### src/rtl/vslot_pkg.sv
package vslot_pkg;
  typedef enum logic [2:0] {
    SK_EXT      = 3'd0,
    SK_BG_NAME  = 3'd1,
    SK_BG_TILE  = 3'd2,
    SK_SPR_ATTR = 3'd3,
    SK_SPR_TILE = 3'd4,
    SK_SPR_Y    = 3'd5
  } slot_kind_e;

  localparam int SPR_BLK_LEN = 6;
  localparam int BG_BLK_LEN  = 16;
  localparam int COL_LEN     = 4;
endpackage

### src/rtl/vslot_counter.sv
module vslot_counter #(
  parameter int LINE_SLOTS = 171,
  parameter int SLOT_W     = 8
) (
  input  logic              clk,
  input  logic              rst,
  input  logic              slot_en,
  input  logic              line_start,
  output logic [SLOT_W-1:0] cnt_nxt,
  output logic [SLOT_W-1:0] cnt
);
  localparam logic [SLOT_W-1:0] LAST = SLOT_W'(LINE_SLOTS - 1);

  always_comb begin
    if (rst)                cnt_nxt = '0;
    else if (!slot_en)      cnt_nxt = cnt;
    else if (line_start)    cnt_nxt = '0;
    else if (cnt == LAST)   cnt_nxt = '0;
    else                    cnt_nxt = cnt + 1'b1;
  end

  always_ff @(posedge clk) begin
    cnt <= cnt_nxt;
  end
endmodule

### src/rtl/vslot_spr_dec.sv
module vslot_spr_dec
  import vslot_pkg::*;
#(
  parameter int SPR_W = 6
) (
  input  logic [2:0]       off,
  input  logic [SPR_W-1:0] first_idx,
  output slot_kind_e       kind,
  output logic [SPR_W-1:0] idx,
  output logic             word
);
  always_comb begin
    kind = SK_SPR_ATTR;
    idx  = first_idx;
    word = 1'b0;
    if (off < 3'd2) begin
      idx = first_idx + SPR_W'(off[0]);
    end else begin
      kind = SK_SPR_TILE;
      idx  = first_idx + SPR_W'(off >= 3'd4);
      word = off[0];
    end
  end
endmodule

### src/rtl/vslot_bg_dec.sv
module vslot_bg_dec
  import vslot_pkg::*;
#(
  parameter int BW     = 3,
  parameter int SPR_W  = 6,
  parameter int Y_BASE = 16
) (
  input  logic [BW-1:0]    blk,
  input  logic [3:0]       off,
  output slot_kind_e       kind,
  output logic [BW+1:0]    col,
  output logic [SPR_W-1:0] spr,
  output logic             word
);
  logic [1:0] c;
  logic [1:0] k;

  assign c = off[3:2];
  assign k = off[1:0];

  always_comb begin
    kind = SK_EXT;
    col  = '0;
    spr  = '0;
    word = 1'b0;
    unique case (k)
      2'd0: begin
        kind = SK_BG_NAME;
        col  = {blk, c};
      end
      2'd1: begin
        if (c != 2'd0) begin
          kind = SK_SPR_Y;
          spr  = SPR_W'(Y_BASE + 6 * int'(blk) + 2 * (int'(c) - 1));
        end
      end
      default: begin
        kind = SK_BG_TILE;
        col  = {blk, c};
        word = k[0];
      end
    endcase
  end
endmodule

### src/rtl/vslot_decode.sv
module vslot_decode
  import vslot_pkg::*;
#(
  parameter int SLOT_W      = 8,
  parameter int SPR_W       = 6,
  parameter int BW          = 3,
  parameter int SPR_A_END   = 12,
  parameter int SPR_B_START = 17,
  parameter int SPR_B_END   = 29,
  parameter int SPR_A_SPR   = 4,
  parameter int HS_FALL     = 14,
  parameter int HS_RISE     = 27,
  parameter int Y_START     = 31,
  parameter int BG_START    = 39,
  parameter int BG_END      = 167,
  parameter int Y_BASE      = 16
) (
  input  logic [SLOT_W-1:0] slot,
  output slot_kind_e        kind,
  output logic [BW+1:0]     col,
  output logic [SPR_W-1:0]  spr,
  output logic              word,
  output logic              hs_n
);
  int s, spr_rel, bg_rel;
  logic in_spr_a, in_spr_b, in_y, in_bg;
  logic [2:0]       spr_off;
  logic [SPR_W-1:0] spr_first;
  logic [BW-1:0]    bg_blk;
  logic [3:0]       bg_off;

  slot_kind_e       sp_kind, bg_kind;
  logic [SPR_W-1:0] sp_idx, bg_spr;
  logic             sp_word, bg_word;
  logic [BW+1:0]    bg_col;

  always_comb begin
    s        = int'(slot);
    in_spr_a = s < SPR_A_END;
    in_spr_b = (s >= SPR_B_START) && (s < SPR_B_END);
    in_y     = (s >= Y_START) && (s < BG_START);
    in_bg    = (s >= BG_START) && (s < BG_END);
    spr_rel  = in_spr_a ? s : (in_spr_b ? s - SPR_B_START : 0);
    spr_off  = 3'(spr_rel % SPR_BLK_LEN);
    spr_first = SPR_W'((in_spr_a ? 0 : SPR_A_SPR) + 2 * (spr_rel / SPR_BLK_LEN));
    bg_rel   = in_bg ? s - BG_START : 0;
    bg_off   = 4'(bg_rel % BG_BLK_LEN);
    bg_blk   = BW'(bg_rel / BG_BLK_LEN);
    hs_n     = !((s >= HS_FALL) && (s < HS_RISE));
  end

  vslot_spr_dec #(.SPR_W(SPR_W)) u_spr (
    .off       (spr_off),
    .first_idx (spr_first),
    .kind      (sp_kind),
    .idx       (sp_idx),
    .word      (sp_word)
  );

  vslot_bg_dec #(.BW(BW), .SPR_W(SPR_W), .Y_BASE(Y_BASE)) u_bg (
    .blk  (bg_blk),
    .off  (bg_off),
    .kind (bg_kind),
    .col  (bg_col),
    .spr  (bg_spr),
    .word (bg_word)
  );

  always_comb begin
    kind = SK_EXT;
    col  = '0;
    spr  = '0;
    word = 1'b0;
    if (in_spr_a || in_spr_b) begin
      kind = sp_kind;
      spr  = sp_idx;
      word = sp_word;
    end else if (in_y) begin
      kind = SK_SPR_Y;
      spr  = SPR_W'(2 * (s - Y_START));
    end else if (in_bg) begin
      kind = bg_kind;
      col  = bg_col;
      spr  = bg_spr;
      word = bg_word;
    end
  end
endmodule

### src/rtl/vram_slot_seq.sv
module vram_slot_seq
  import vslot_pkg::*;
#(
  parameter int SPR_BLKS_A = 2,
  parameter int GAP_A      = 2,
  parameter int HS_EXT     = 3,
  parameter int SPR_BLKS_B = 2,
  parameter int GAP_B      = 2,
  parameter int Y_LEAD     = 8,
  parameter int BG_BLKS    = 8,
  parameter int TAIL       = 4,
  localparam int SPR_A_END   = SPR_BLKS_A * SPR_BLK_LEN,
  localparam int HS_FALL     = SPR_A_END + GAP_A,
  localparam int SPR_B_START = HS_FALL + HS_EXT,
  localparam int SPR_B_END   = SPR_B_START + SPR_BLKS_B * SPR_BLK_LEN,
  localparam int HS_RISE     = SPR_B_END - 2,
  localparam int Y_START     = SPR_B_END + GAP_B,
  localparam int BG_START    = Y_START + Y_LEAD,
  localparam int BG_END      = BG_START + BG_BLKS * BG_BLK_LEN,
  localparam int LINE_SLOTS  = BG_END + TAIL,
  localparam int ACTIVE      = 2 * (SPR_BLKS_A + SPR_BLKS_B),
  localparam int SPRITES     = 2 * Y_LEAD + 6 * BG_BLKS,
  localparam int SLOT_W      = $clog2(LINE_SLOTS),
  localparam int BW          = (BG_BLKS > 1) ? $clog2(BG_BLKS) : 1,
  localparam int COL_W       = BW + 2,
  localparam int SPR_W       = $clog2((SPRITES > ACTIVE) ? SPRITES : ACTIVE)
) (
  input  logic              clk,
  input  logic              rst,
  input  logic              slot_en,
  input  logic              line_start,
  output logic [SLOT_W-1:0] slot_idx,
  output logic [2:0]        slot_kind,
  output logic [COL_W-1:0]  col_idx,
  output logic [SPR_W-1:0]  spr_idx,
  output logic              word_sel,
  output logic              ext_grant,
  output logic              hsync_n
);
  logic [SLOT_W-1:0] cnt_nxt;
  slot_kind_e        d_kind;
  logic [COL_W-1:0]  d_col;
  logic [SPR_W-1:0]  d_spr;
  logic              d_word, d_hs_n;

  vslot_counter #(.LINE_SLOTS(LINE_SLOTS), .SLOT_W(SLOT_W)) u_cnt (
    .clk        (clk),
    .rst        (rst),
    .slot_en    (slot_en),
    .line_start (line_start),
    .cnt_nxt    (cnt_nxt),
    .cnt        (slot_idx)
  );

  vslot_decode #(
    .SLOT_W(SLOT_W), .SPR_W(SPR_W), .BW(BW),
    .SPR_A_END(SPR_A_END), .SPR_B_START(SPR_B_START), .SPR_B_END(SPR_B_END),
    .SPR_A_SPR(2 * SPR_BLKS_A), .HS_FALL(HS_FALL), .HS_RISE(HS_RISE),
    .Y_START(Y_START), .BG_START(BG_START), .BG_END(BG_END), .Y_BASE(2 * Y_LEAD)
  ) u_dec (
    .slot (cnt_nxt),
    .kind (d_kind),
    .col  (d_col),
    .spr  (d_spr),
    .word (d_word),
    .hs_n (d_hs_n)
  );

  always_ff @(posedge clk) begin
    if (rst || slot_en) begin
      slot_kind <= d_kind;
      col_idx   <= d_col;
      spr_idx   <= d_spr;
      word_sel  <= d_word;
      ext_grant <= (d_kind == SK_EXT);
      hsync_n   <= d_hs_n;
    end
  end
endmodule

### config.mk
export PLATFORM = sky130hd
export DESIGN_NAME = vram_slot_seq
export DESIGN_NICKNAME = d
export VERILOG_FILES = /design/src/rtl/vslot_pkg.sv /design/src/rtl/vslot_counter.sv /design/src/rtl/vslot_spr_dec.sv /design/src/rtl/vslot_bg_dec.sv /design/src/rtl/vslot_decode.sv /design/src/rtl/vram_slot_seq.sv
export SDC_FILE = /design/constraint.sdc
export NUM_CORES = 1
export LEC_CHECK = 0
export CAP_MARGIN = 20
export CORE_MARGIN = 10
export CORE_UTILIZATION = 60
export CTS_BUF_LIST = sky130_fd_sc_hd__clkbuf_8
export CTS_CLUSTER_DIAMETER = 100
export DETAILED_ROUTE_END_ITERATION = 8
export GPL_TIMING_DRIVEN = 0
export PLACE_DENSITY = 0.83
export SETUP_SLACK_MARGIN = 0.05
export SLEW_MARGIN = 10
export SYNTH_ARGS = -nofsm -noshare
export SYNTH_HDL_FRONTEND = slang
export SYNTH_SLANG_ARGS = --single-unit
### constraint.sdc
create_clock -name clk -period 12.7 [get_ports clk]
set_input_delay 3.175 -clock clk [delete_from_list [all_inputs] [get_ports clk]]
set_output_delay 3.175 -clock clk [all_outputs]
set_load 0.05 [all_outputs]
==> results of run 1 <==
[cells by family after synthesis]
family | after synthesis | synth area share
xor gates and xnor gates | 17 | 0.06310
buffers and inverters | 22 | 0.04347
adders and majority gates | 25 | 0.1384
muxes | 4 | 0.01750
and+or+nand+nor | 92 | 0.2375
DFF | 25 | 0.2842
AOI/OAI and AO/OA | 62 | 0.2158
[flip-flops by register name, indices dropped and copies added (netlist names)]
register and flops:
u_cnt.cnt 8, spr_idx 6, col_idx 5, slot_kind 3, ext_grant 1, hsync_n 1
word_sel 1
[through the flow]
step / setup WS, ns / instances / hold slack [ns] / area (um^2)
floorplan: 4.401 / 247 / 0.8144 / 2360
global placement: 3.320 / 323 / 0.5907 / 2700
detailed placement: 3.258 / 323 / 0.5970 / 2700
CTS: 3.552 / 327 / 0.6088 / 2749
global route: 3.192 / 327 / 0.6465 / 2749
finish: 3.554 / 327 / 0.6081 / 2749
[worst reg2reg max path: cells and delay by family (launching register included)]
family,cells,cell delay (ns)
compound gates,8,1.56
fa+ha+maj,8,2.26
flops,1,0.35
xor+xnor,2,0.52
buf+inv,5,0.72
simple gates,5,0.89
[layout by cell type, fill, tap and decap left out, types with 5 or more instances in the layout]
| cell | count |
|---|---|
| a211o_1 | 5 |
| a21oi_1 | 13 |
| and2_1 | 12 |
| clkdlybuf4s50_1 | 28 |
| dfxtp_1 | 8 |
| edfxtp_1 | 17 |
| ha_1 | 22 |
| inv_1 | 11 |
| nand2_1 | 10 |
| nand3_1 | 5 |
| nor2_1 | 24 |
| nor3_1 | 5 |
| o31ai_1 | 5 |
| or3_1 | 5 |
| xnor2_1 | 11 |
| xor2_1 | 6 |
[per-layer routing]
metal / GRT usage / vias up / routed length [um]
met2: 0.2585 / 64 / 2447
met5: 0 / - / 0
met1: 0.2253 / 958 / 2367
met4: 0.03512 / 0 / 50
met3: 0.03888 / 6 / 420
li1: - / 993 / -
[power by group]
part / switching, W / internal (W) / total [W]
combinational: 0.0000219 / 0.0000106 / 0.0000325
clock: 0.0000272 / 0.0000224 / 0.0000496
sequential: 0.00000100 / 0.0000895 / 0.0000905
[how the worst max path moves through the flow]
stage / endpoint / slack, ns / cells past startpoint
2_1_floorplan: spr_idx[4] / 4.40 / 24
3_3_place_gp: spr_idx[4] / 3.32 / 25
3_5_place_dp: spr_idx[5] / 3.26 / 26
4_1_cts: spr_idx[5] / 3.55 / 26
5_1_grt: spr_idx[5] / 3.19 / 26
6_report: spr_idx[5] / 3.55 / 26
[area by class of cell]
class                   instances  area, um^2  area share
plain buffers                   7       46.29     0.01684
clock buffers                   3       41.29     0.01502
clock inverters                 1       7.507    0.002731
inverters                      15       56.30     0.02048
multi-input cells             200        1587      0.5771
flip-flops and latches         25       670.6      0.2440
well taps                      48       60.06     0.02185
repair buffers                 28       280.3      0.1020
==> metrics.txt, run 1 <==
CP delay by family, top adder cells; H-tree levels 1; Starting Density 0.6303; via count 2021; Max Cap Viol 0; Root Driver clkbuf_8; PwrDens 62.78 nW/um^2; mean post-synth cell area 9.554 um^2; CTS resizes 0; R2R setup slack 6.17 ns; Crit Reg-Reg Endpoint spr_idx[5]; synth warn 0; Vias/cell 6.180; mapped cell area 2360 um^2; DRC viols 0; Post-synth EDFFs 17; Final Hold Vio Count 0; Core ar. 3744 um^2; Tcrit/Tclk final 0.7201; DIE HEIGHT 82.72 um; fin crit period 9.146 ns; Leak 1.094 nW; launching element type of the critical path input pin; count of cell types in the netlist 66; Slew @ Worst Pin 0.7001 ns; Clock Skews 0.005189 ns; clock slew at reported path FFs 0.09 ns; Post-CTS Hold Fix Bufs 0; post-synthesis register bit count 25; drt wl/cell 16.16 um; final core occ 0.7343; Arr. time, crit path 9.19 ns; Hold Path Sink u_cnt.cnt[7]; Setup Total Neg Slack 0 ns; Die ar. 6842 um^2; Critical Path Fanout Max 11; Rows 22; CP peak stage delay 0.47 ns; worst min-delay path class reg -> reg; hpwl dp 4.215 mm; Synth area leaders edfxtp_1 22%, ha_1 12%, dfxtp_1 6.8%; clock latency on the worst-skew pair 0.28 ns; CP Capture Type flop; critical path type in -> reg; Num Clock Sinks 25; Syn Nets 275; die width 82.72 um; share of cells above drive strength 1 0.1254; CP bufs+invs 5; area share of the largest cell type after synthesis 0.2163; Post-synth top flop edfxtp_1; RSZ-0062 raised after global routing no; Reg-to-Reg Start u_cnt.cnt[0]; status completed; Hold Startpoint u_cnt.cnt[7]; r2r worst-path depth 28; Num CTS Buffers 3; CTS tree built; Worst path slowest cell clkdlybuf4s50_1; grt ovf 0; Fmax 109.3 MHz; largest net degree at the start of global routing 18; Iteration-0 DRC Markers 182; most numerous cell in the Yosys netlist nor2_1; ys async rst share 0; Peak VDD IR 0.06350 mV; Critical Path RT 12.75 ns; Clock Path Buffers 2; # port buffers 28; vias in the first global route 1848; cells after synthesis 247; drt pass-1 iters 4; Synth top cells by count 24 x nor2_1, 22 x ha_1, 17 x edfxtp_1; worst rel slew slack 0.5328; final wirelength 5.284 mm; routability cong. 0.8652; post-CTS setup buffers 0; Ant. Diodes 0; first-pass GRT wire length 9.039 mm; CP dominant cell by count ha_1; Hold Crit Depth 2; Overall Power 0.0001726 W; global-route usage over all layers 0.1651; Synth area leader edfxtp_1; Area Overhead vs Synth 16.49%; Fill cells 305; Critical Path Start slot_en; Ports 29; Pins Over Slew Limit 0; initial antenna violation count 0; Final nets 308; Setup-failing EPs final 0; sequential cell area fraction in the yosys report 0.2842; Antenna Nets Post-Route 0
No activity file was read; power rests on OpenSTA's default activity.
==> inputs of run 2 (changes only) <==
--- a/config.mk
+++ b/config.mk
@@ -7,12 +7,12 @@
 export LEC_CHECK = 0
 export CAP_MARGIN = 20
 export CORE_MARGIN = 10
-export CORE_UTILIZATION = 60
+export CORE_UTILIZATION = 52
 export CTS_BUF_LIST = sky130_fd_sc_hd__clkbuf_8
 export CTS_CLUSTER_DIAMETER = 100
 export DETAILED_ROUTE_END_ITERATION = 8
 export GPL_TIMING_DRIVEN = 0
-export PLACE_DENSITY = 0.83
+export PLACE_DENSITY = 0.76
 export SETUP_SLACK_MARGIN = 0.05
 export SLEW_MARGIN = 10
 export SYNTH_ARGS = -nofsm -noshare
==> constraint.sdc (replaced) <==
create_clock -name clk -period 7.9 [get_ports clk]
set_input_delay 1.975 -clock clk [delete_from_list [all_inputs] [get_ports clk]]
set_output_delay 1.975 -clock clk [all_outputs]
set_load 0.05 [all_outputs]
==> metrics.txt, run 2 (synthesis gave the netlist of run 1 again) <==
status completed; launching element type of the critical path input pin; # port buffers 28 (unchanged); Critical Path Start slot_en; max reg flops 8 (unchanged); Largest regs u_cnt.cnt x8, spr_idx x6, col_idx x5; largest reg by FF count u_cnt.cnt; drt wl/cell 16.44 um (+1.8%); Clock Path Buffers 2 (unchanged); via count 2035 (+0.69%); fin crit period 7.549 ns; Root Driver clkbuf_8; Peak VDD IR 0.07261 mV (+14%); Slew @ Worst Pin 0.7007 ns (+0.0005865 ns); Num Clock Sinks 25 (unchanged); Core ar. 4384 um^2 (+17%); Post-CTS Hold Fix Bufs 0 (unchanged); Vias/cell 6.021 (-2.6%); Fmax 132.5 MHz; Num CTS Buffers 3 (unchanged); vias in the first global route 1935 (+4.7%); worst rel slew slack 0.5324 (about the same); placed instance area 2705 um^2 (+0.19%); PwrDens 98.70 nW/um^2 (+57%); Leak 1.140 nW (+4.2%); Worst path slowest cell clkdlybuf4s50_1; Arr. time, crit path 7.57 ns (-1.62 ns); Iteration-0 DRC Markers 146 (-20%); die width 87.37 um (+5.6%); CP bufs+invs 4 (-1); CP delay by family, top adder cells; worst min-delay path class reg -> reg; grt ovf 0 (unchanged); final wirelength 5.558 mm (+5.2%); routability cong. 0.9217 (+6.5%); clock slew at reported path FFs 0.10 ns (about the same); Design Area, Final 2858 um^2 (+4.0%); Antenna Nets Post-Route 0 (unchanged); global-route usage over all layers 0.1457 (-0.01943); share of cells above drive strength 1 0.1818 (+0.05637); Die ar. 7633 um^2 (+12%); Critical Path RT 7.92 ns (-4.83 ns); hpwl dp 4.259 mm (+1.0%); total number of cells along the worst setup path 25 (-3.8%); Clock Skews 0.006771 ns (+0.001581 ns); r2r worst-path depth 27 (-3.6%); Ant. Diodes 0 (unchanged); Reg-to-Reg Start u_cnt.cnt[0]; Ports 29 (unchanged); Tcrit/Tclk final 0.9556; critical path type in -> reg; most frequent cells in the layout 28 x clkdlybuf4s50_1, 23 x nor2_1, 20 x ha_1; Final Hold Vio Count 0 (unchanged); clock latency on the worst-skew pair 0.28 ns (about the same); CP peak stage delay 0.48 ns (about the same); initial antenna violation count 0 (unchanged); CP Capture Type flop; most common cell after layout, fill and taps aside clkdlybuf4s50_1; CP dominant cell by count ha_1; Hold Crit Depth 2 (unchanged); Max Cap Viol 0 (unchanged); Hold Startpoint u_cnt.cnt[7]; largest net degree at the start of global routing 18 (unchanged); drt pass-1 iters 4 (unchanged); CTS tree built; RSZ-0062 raised after global routing no; DRC viols 0 (unchanged); Rows 24 (+9.1%); first-pass GRT wire length 9.246 mm (+2.3%); Final nets 315 (+2.3%); Setup-failing EPs final 0 (unchanged); Critical Path Fanout Max 9 (-2); DIE HEIGHT 87.37 um (+5.6%); H-tree levels 1 (unchanged); Starting Density 0.5382 (-0.09211); Pins Over Slew Limit 0 (unchanged); Overall Power 0.0002821 W (+63%); Fill cells 385 (+26%); Area Overhead vs Synth 21.10%
-- run 2: final timing paths --
kind	endpoint	slack, ns
worst min-delay path	u_cnt.cnt[7]	0.61
worst max register to register	spr_idx[4]	1.66
worst min register to register	u_cnt.cnt[7]	0.61
worst max-delay path	spr_idx[4]	0.35
-- run 2: what timing repair did --
action                     4_1_cts  5_1_grt
pin swaps                        1        4
resized for setup                1       13
setup buffers                    1        6
setup endpoints to repair        2        3
-- run 2: per-stage QoR --
stage | TNS [ns] | worst slack [ns] | hold slack (ns) | utilization | cells
2_1_floorplan | 0 | 0.8012 | 0.8144 | - | 247
3_3_place_gp | -0.7885 | -0.2947 | 0.5885 | 0.6170 | 327
3_5_place_dp | -0.8598 | -0.3326 | 0.5974 | 0.6170 | 327
4_1_cts | 0 | 0.09392 | 0.6139 | 0.6313 | 332
5_1_grt | 0 | 0.02297 | 0.6497 | 0.6518 | 338
6_report | 0 | 0.3507 | 0.6125 | 0.6518 | 338
-- run 2: final cells by class --
cell class	count	area, um^2	share of cell area
buffer	7	48.80	0.01708
clock buffer	3	41.29	0.01445
inverter	15	58.81	0.02058
tap	52	65.06	0.02277
timing repair buffer	35	332.8	0.1165
multi-input combinational	200	1634	0.5718
sequential	25	670.6	0.2347
clock inverter	1	6.256	0.002189
-- run 2: report_power, final --
group	leakage, nW	switching [W]	internal (W)
sequential	0.242	0.00000164	0.000144
combinational	0.872	0.0000360	0.0000180
clock	0.0260	0.0000463	0.0000362
-- run 2: worst reg2reg max path, stage by stage (launching register included) --
cell      delay [ns]
dfxtp_1         0.37
buf_2           0.22
inv_1           0.06
ha_1            0.22
and4b_1         0.24
a221o_1         0.33
buf_6           0.17
nor2_4          0.16
ha_2            0.23
and2_1          0.19
o31a_1          0.21
o21a_1          0.15
a31oi_2         0.04
buf_4           0.17
nand2b_1        0.11
ha_2            0.23
inv_2           0.06
o311ai_1        0.30
nor3_1          0.09
ha_1            0.22
ha_1            0.35
ha_1            0.23
fa_1            0.43
ha_1            0.33
fa_1            0.44
xor2_1          0.17
a211oi_2        0.22
a21oi_1         0.06
-- run 2: routing by layer --
metal	GRT usage	wire, um
met1	0.1928	2506
met3	0.02715	388
met5	0	0
met2	0.2308	2599
met4	0.04783	63
==> inputs of run 3 (changes only) <==
--- a/config.mk
+++ b/config.mk
@@ -7,12 +7,14 @@
 export LEC_CHECK = 0
 export CAP_MARGIN = 20
 export CORE_MARGIN = 10
-export CORE_UTILIZATION = 52
+export CORE_UTILIZATION = 50
 export CTS_BUF_LIST = sky130_fd_sc_hd__clkbuf_8
 export CTS_CLUSTER_DIAMETER = 100
 export DETAILED_ROUTE_END_ITERATION = 8
 export GPL_TIMING_DRIVEN = 0
-export PLACE_DENSITY = 0.76
+export HOLD_SLACK_MARGIN = 0.12
+export PLACE_DENSITY = 0.74
+export RECOVER_POWER = 25
 export SETUP_SLACK_MARGIN = 0.05
 export SLEW_MARGIN = 10
 export SYNTH_ARGS = -nofsm -noshare
==> metrics.txt, run 3 (synthesis gave the netlist of run 1 again) <==
status completed; grt peak-use layer met2; drt wl/cell 16.52 um (+0.48%); PwrDens 97.40 nW/um^2 (-1.3%); Starting Density 0.5274 (-0.01084); CP Capture Type flop; multi-input logic area 1604 um^2 (-1.8%); Critical Path RT 7.94 ns (+0.02 ns); Leak 1.153 nW (+1.1%); via count 2010 (-1.2%); switch share 0.2840 (-0.01351); launching element type of the critical path input pin; routability cong. 0.8953 (-2.9%); fin crit period 7.468 ns (-0.08168 ns); global-route usage over all layers 0.1438 (-0.001861); grt met2 use 0.2307 (about the same); Iteration-0 DRC Markers 150 (+2.7%); Slew @ Worst Pin 0.7014 ns (+0.0007222 ns); hpwl dp 4.264 mm (+0.12%); Ant. Diodes 0 (unchanged); worst slack, placed -0.3292 ns (+0.003380 ns); final wirelength 5.568 mm (+0.18%); Max Cap Viol 0 (unchanged); Reg area 670.6 um^2 (unchanged); grt met3 use 0.02757 (+0.0004200); P_int 0.0001968 W (-0.70%); combinational power share 0.195 (+0.003); Setup-failing EPs final 0 (unchanged); Root Driver clkbuf_8; M1 GR Usage 0.1980 (+0.005171); placed instance area 2705 um^2 (unchanged); clock slew at reported path FFs 0.09 ns (about the same); Reg power frac 0.529 (+0.013); Fill cells 392 (+1.8%); worst rel slew slack 0.5319 (about the same); drt pass-1 iters 4 (unchanged); Peak VDD IR 0.09949 mV (+37%); most frequent cells in the layout 24 x nor2_1, 24 x clkdlybuf4s50_1, 21 x ha_1; Arr. time, crit path 7.50 ns (-0.07 ns); share of cells above drive strength 1 0.1544 (-0.02743); Antenna Nets Post-Route 0 (unchanged); NetSw 0.00007806 W (-7.0%); Largest regs u_cnt.cnt x8, spr_idx x6, col_idx x5; first-pass GRT wire length 9.218 mm (-0.30%); grt ovf 0 (unchanged); DRC viols 0 (unchanged); clock latency on the worst-skew pair 0.27 ns (about the same); Fmax 133.9 MHz (+1.1%); Post-CTS Hold Fix Bufs 0 (unchanged); Final Hold Vio Count 0 (unchanged); CP dominant cell by count ha_1; largest reg by FF count u_cnt.cnt; Clock Skews 0.005126 ns (-0.001645 ns); Worst path slowest cell clkdlybuf4s50_1; critical path type in -> reg; clock network power share 0.276 (-0.016); die width 88.70 um (+1.5%); Num Clock Sinks 25 (unchanged); Tcrit/Tclk final 0.9453 (-0.01034); Overall Power 0.0002748 W (-2.6%); CTS tree built; Area Overhead vs Synth 19.57%; # port buffers 28 (unchanged); Die ar. 7868 um^2 (+3.1%); Critical Path Fanout Max 11 (+2); Setup Total Neg Slack 0 ns (unchanged); CP peak stage delay 0.60 ns (+0.12 ns); Core ar. 4474 um^2 (+2.1%); Vias/cell 5.964 (-0.94%); max reg flops 8 (unchanged); Clock Path Buffers 2 (unchanged); initial antenna violation count 0 (unchanged); worst min-delay path class reg -> reg; Design Area, Final 2821 um^2 (-1.3%); vias in the first global route 1893 (-2.2%); Pins Over Slew Limit 0 (unchanged); Final WS setup 0.4324 ns (+0.08168 ns); Ports 29 (unchanged); H-tree levels 1 (unchanged); RSZ-0062 raised after global routing no; Num CTS Buffers 3 (unchanged); largest net degree at the start of global routing 18 (unchanged); Rows 24 (unchanged); Final nets 314 (-0.32%); DIE HEIGHT 88.70 um (+1.5%)
==> run 3: cell types whose count changed in the layout (fill, tap and decap cells not counted), moves of 2 or more <==
cell / change
inv_1: +2
clkdlybuf4s50_1: -4
inv_2: -2
dlygate4sd3_1: +3
==> run 3: power groups by stage <==
stage	Clock (W)	Sequential [W]	Combinational, W
after floorplan	0	0.000165	0.0000199
after global placement	0	0.000148	0.0000523
after detailed placement	0	0.000149	0.0000528
after CTS	0.0000776	0.000146	0.0000535
after global routing	0.0000815	0.000146	0.0000572
final	0.0000758	0.000145	0.0000535
==> run 3: per-layer routing <==
metal | share of wire | wire length, um | vias to the layer above
met4 | 0.0038 | 21 | 0
li1 | - | - | 1000
met5 | 0 | 0 | -
met3 | 0.065 | 361 | 2
met2 | 0.45 | 2506 | 49
met1 | 0.48 | 2679 | 959
==> run 3: critical path: cells and delay by family <==
family	cells	cell delay, ns
and+or+nand+nor	4	0.58
AOI/OAI and AO/OA	8	1.57
buffers and inverters	4	1.02
adders and majority gates	8	2.25
xor gates and xnor gates	1	0.10
==> run 3: what timing repair did <==
item	CTS	global route
buffers inserted	1	5
pin swaps	1	3
endpoints found under the hold margin	0	0
gates resized for setup	2	9
setup endpoints to repair	3	3
==> run 3: final cells by class <==
class,count,area share
inverters,15,0.02084
well taps,52,0.02306
flip-flops and latches,25,0.2377
clock buffers,3,0.01463
clock inverters,1,0.001774
plain buffers,7,0.01729
repair buffers,34,0.1162
multi-input cells,200,0.5685
==> run 3: through the flow <==
step | hold WS (ns) | std cells | util
final | 0.6694 | 337 | 0.6306
after floorplan | 0.8144 | 247 | -
after global placement | 0.5892 | 327 | 0.6046
after global routing | 0.7043 | 337 | 0.6306
after CTS | 0.6140 | 332 | 0.6197
after detailed placement | 0.6010 | 327 | 0.6046
==> run 3: worst paths after layout <==
check | depth (start not counted) | start | slack, ns | end
worst max register to register | 28 | u_cnt.cnt[0] | 1.71 | spr_idx[5]
worst max-delay path | 25 | rst | 0.43 | spr_idx[5]
worst min register to register | 2 | u_cnt.cnt[6] | 0.67 | u_cnt.cnt[6]
worst min-delay path | 2 | u_cnt.cnt[6] | 0.67 | u_cnt.cnt[6]
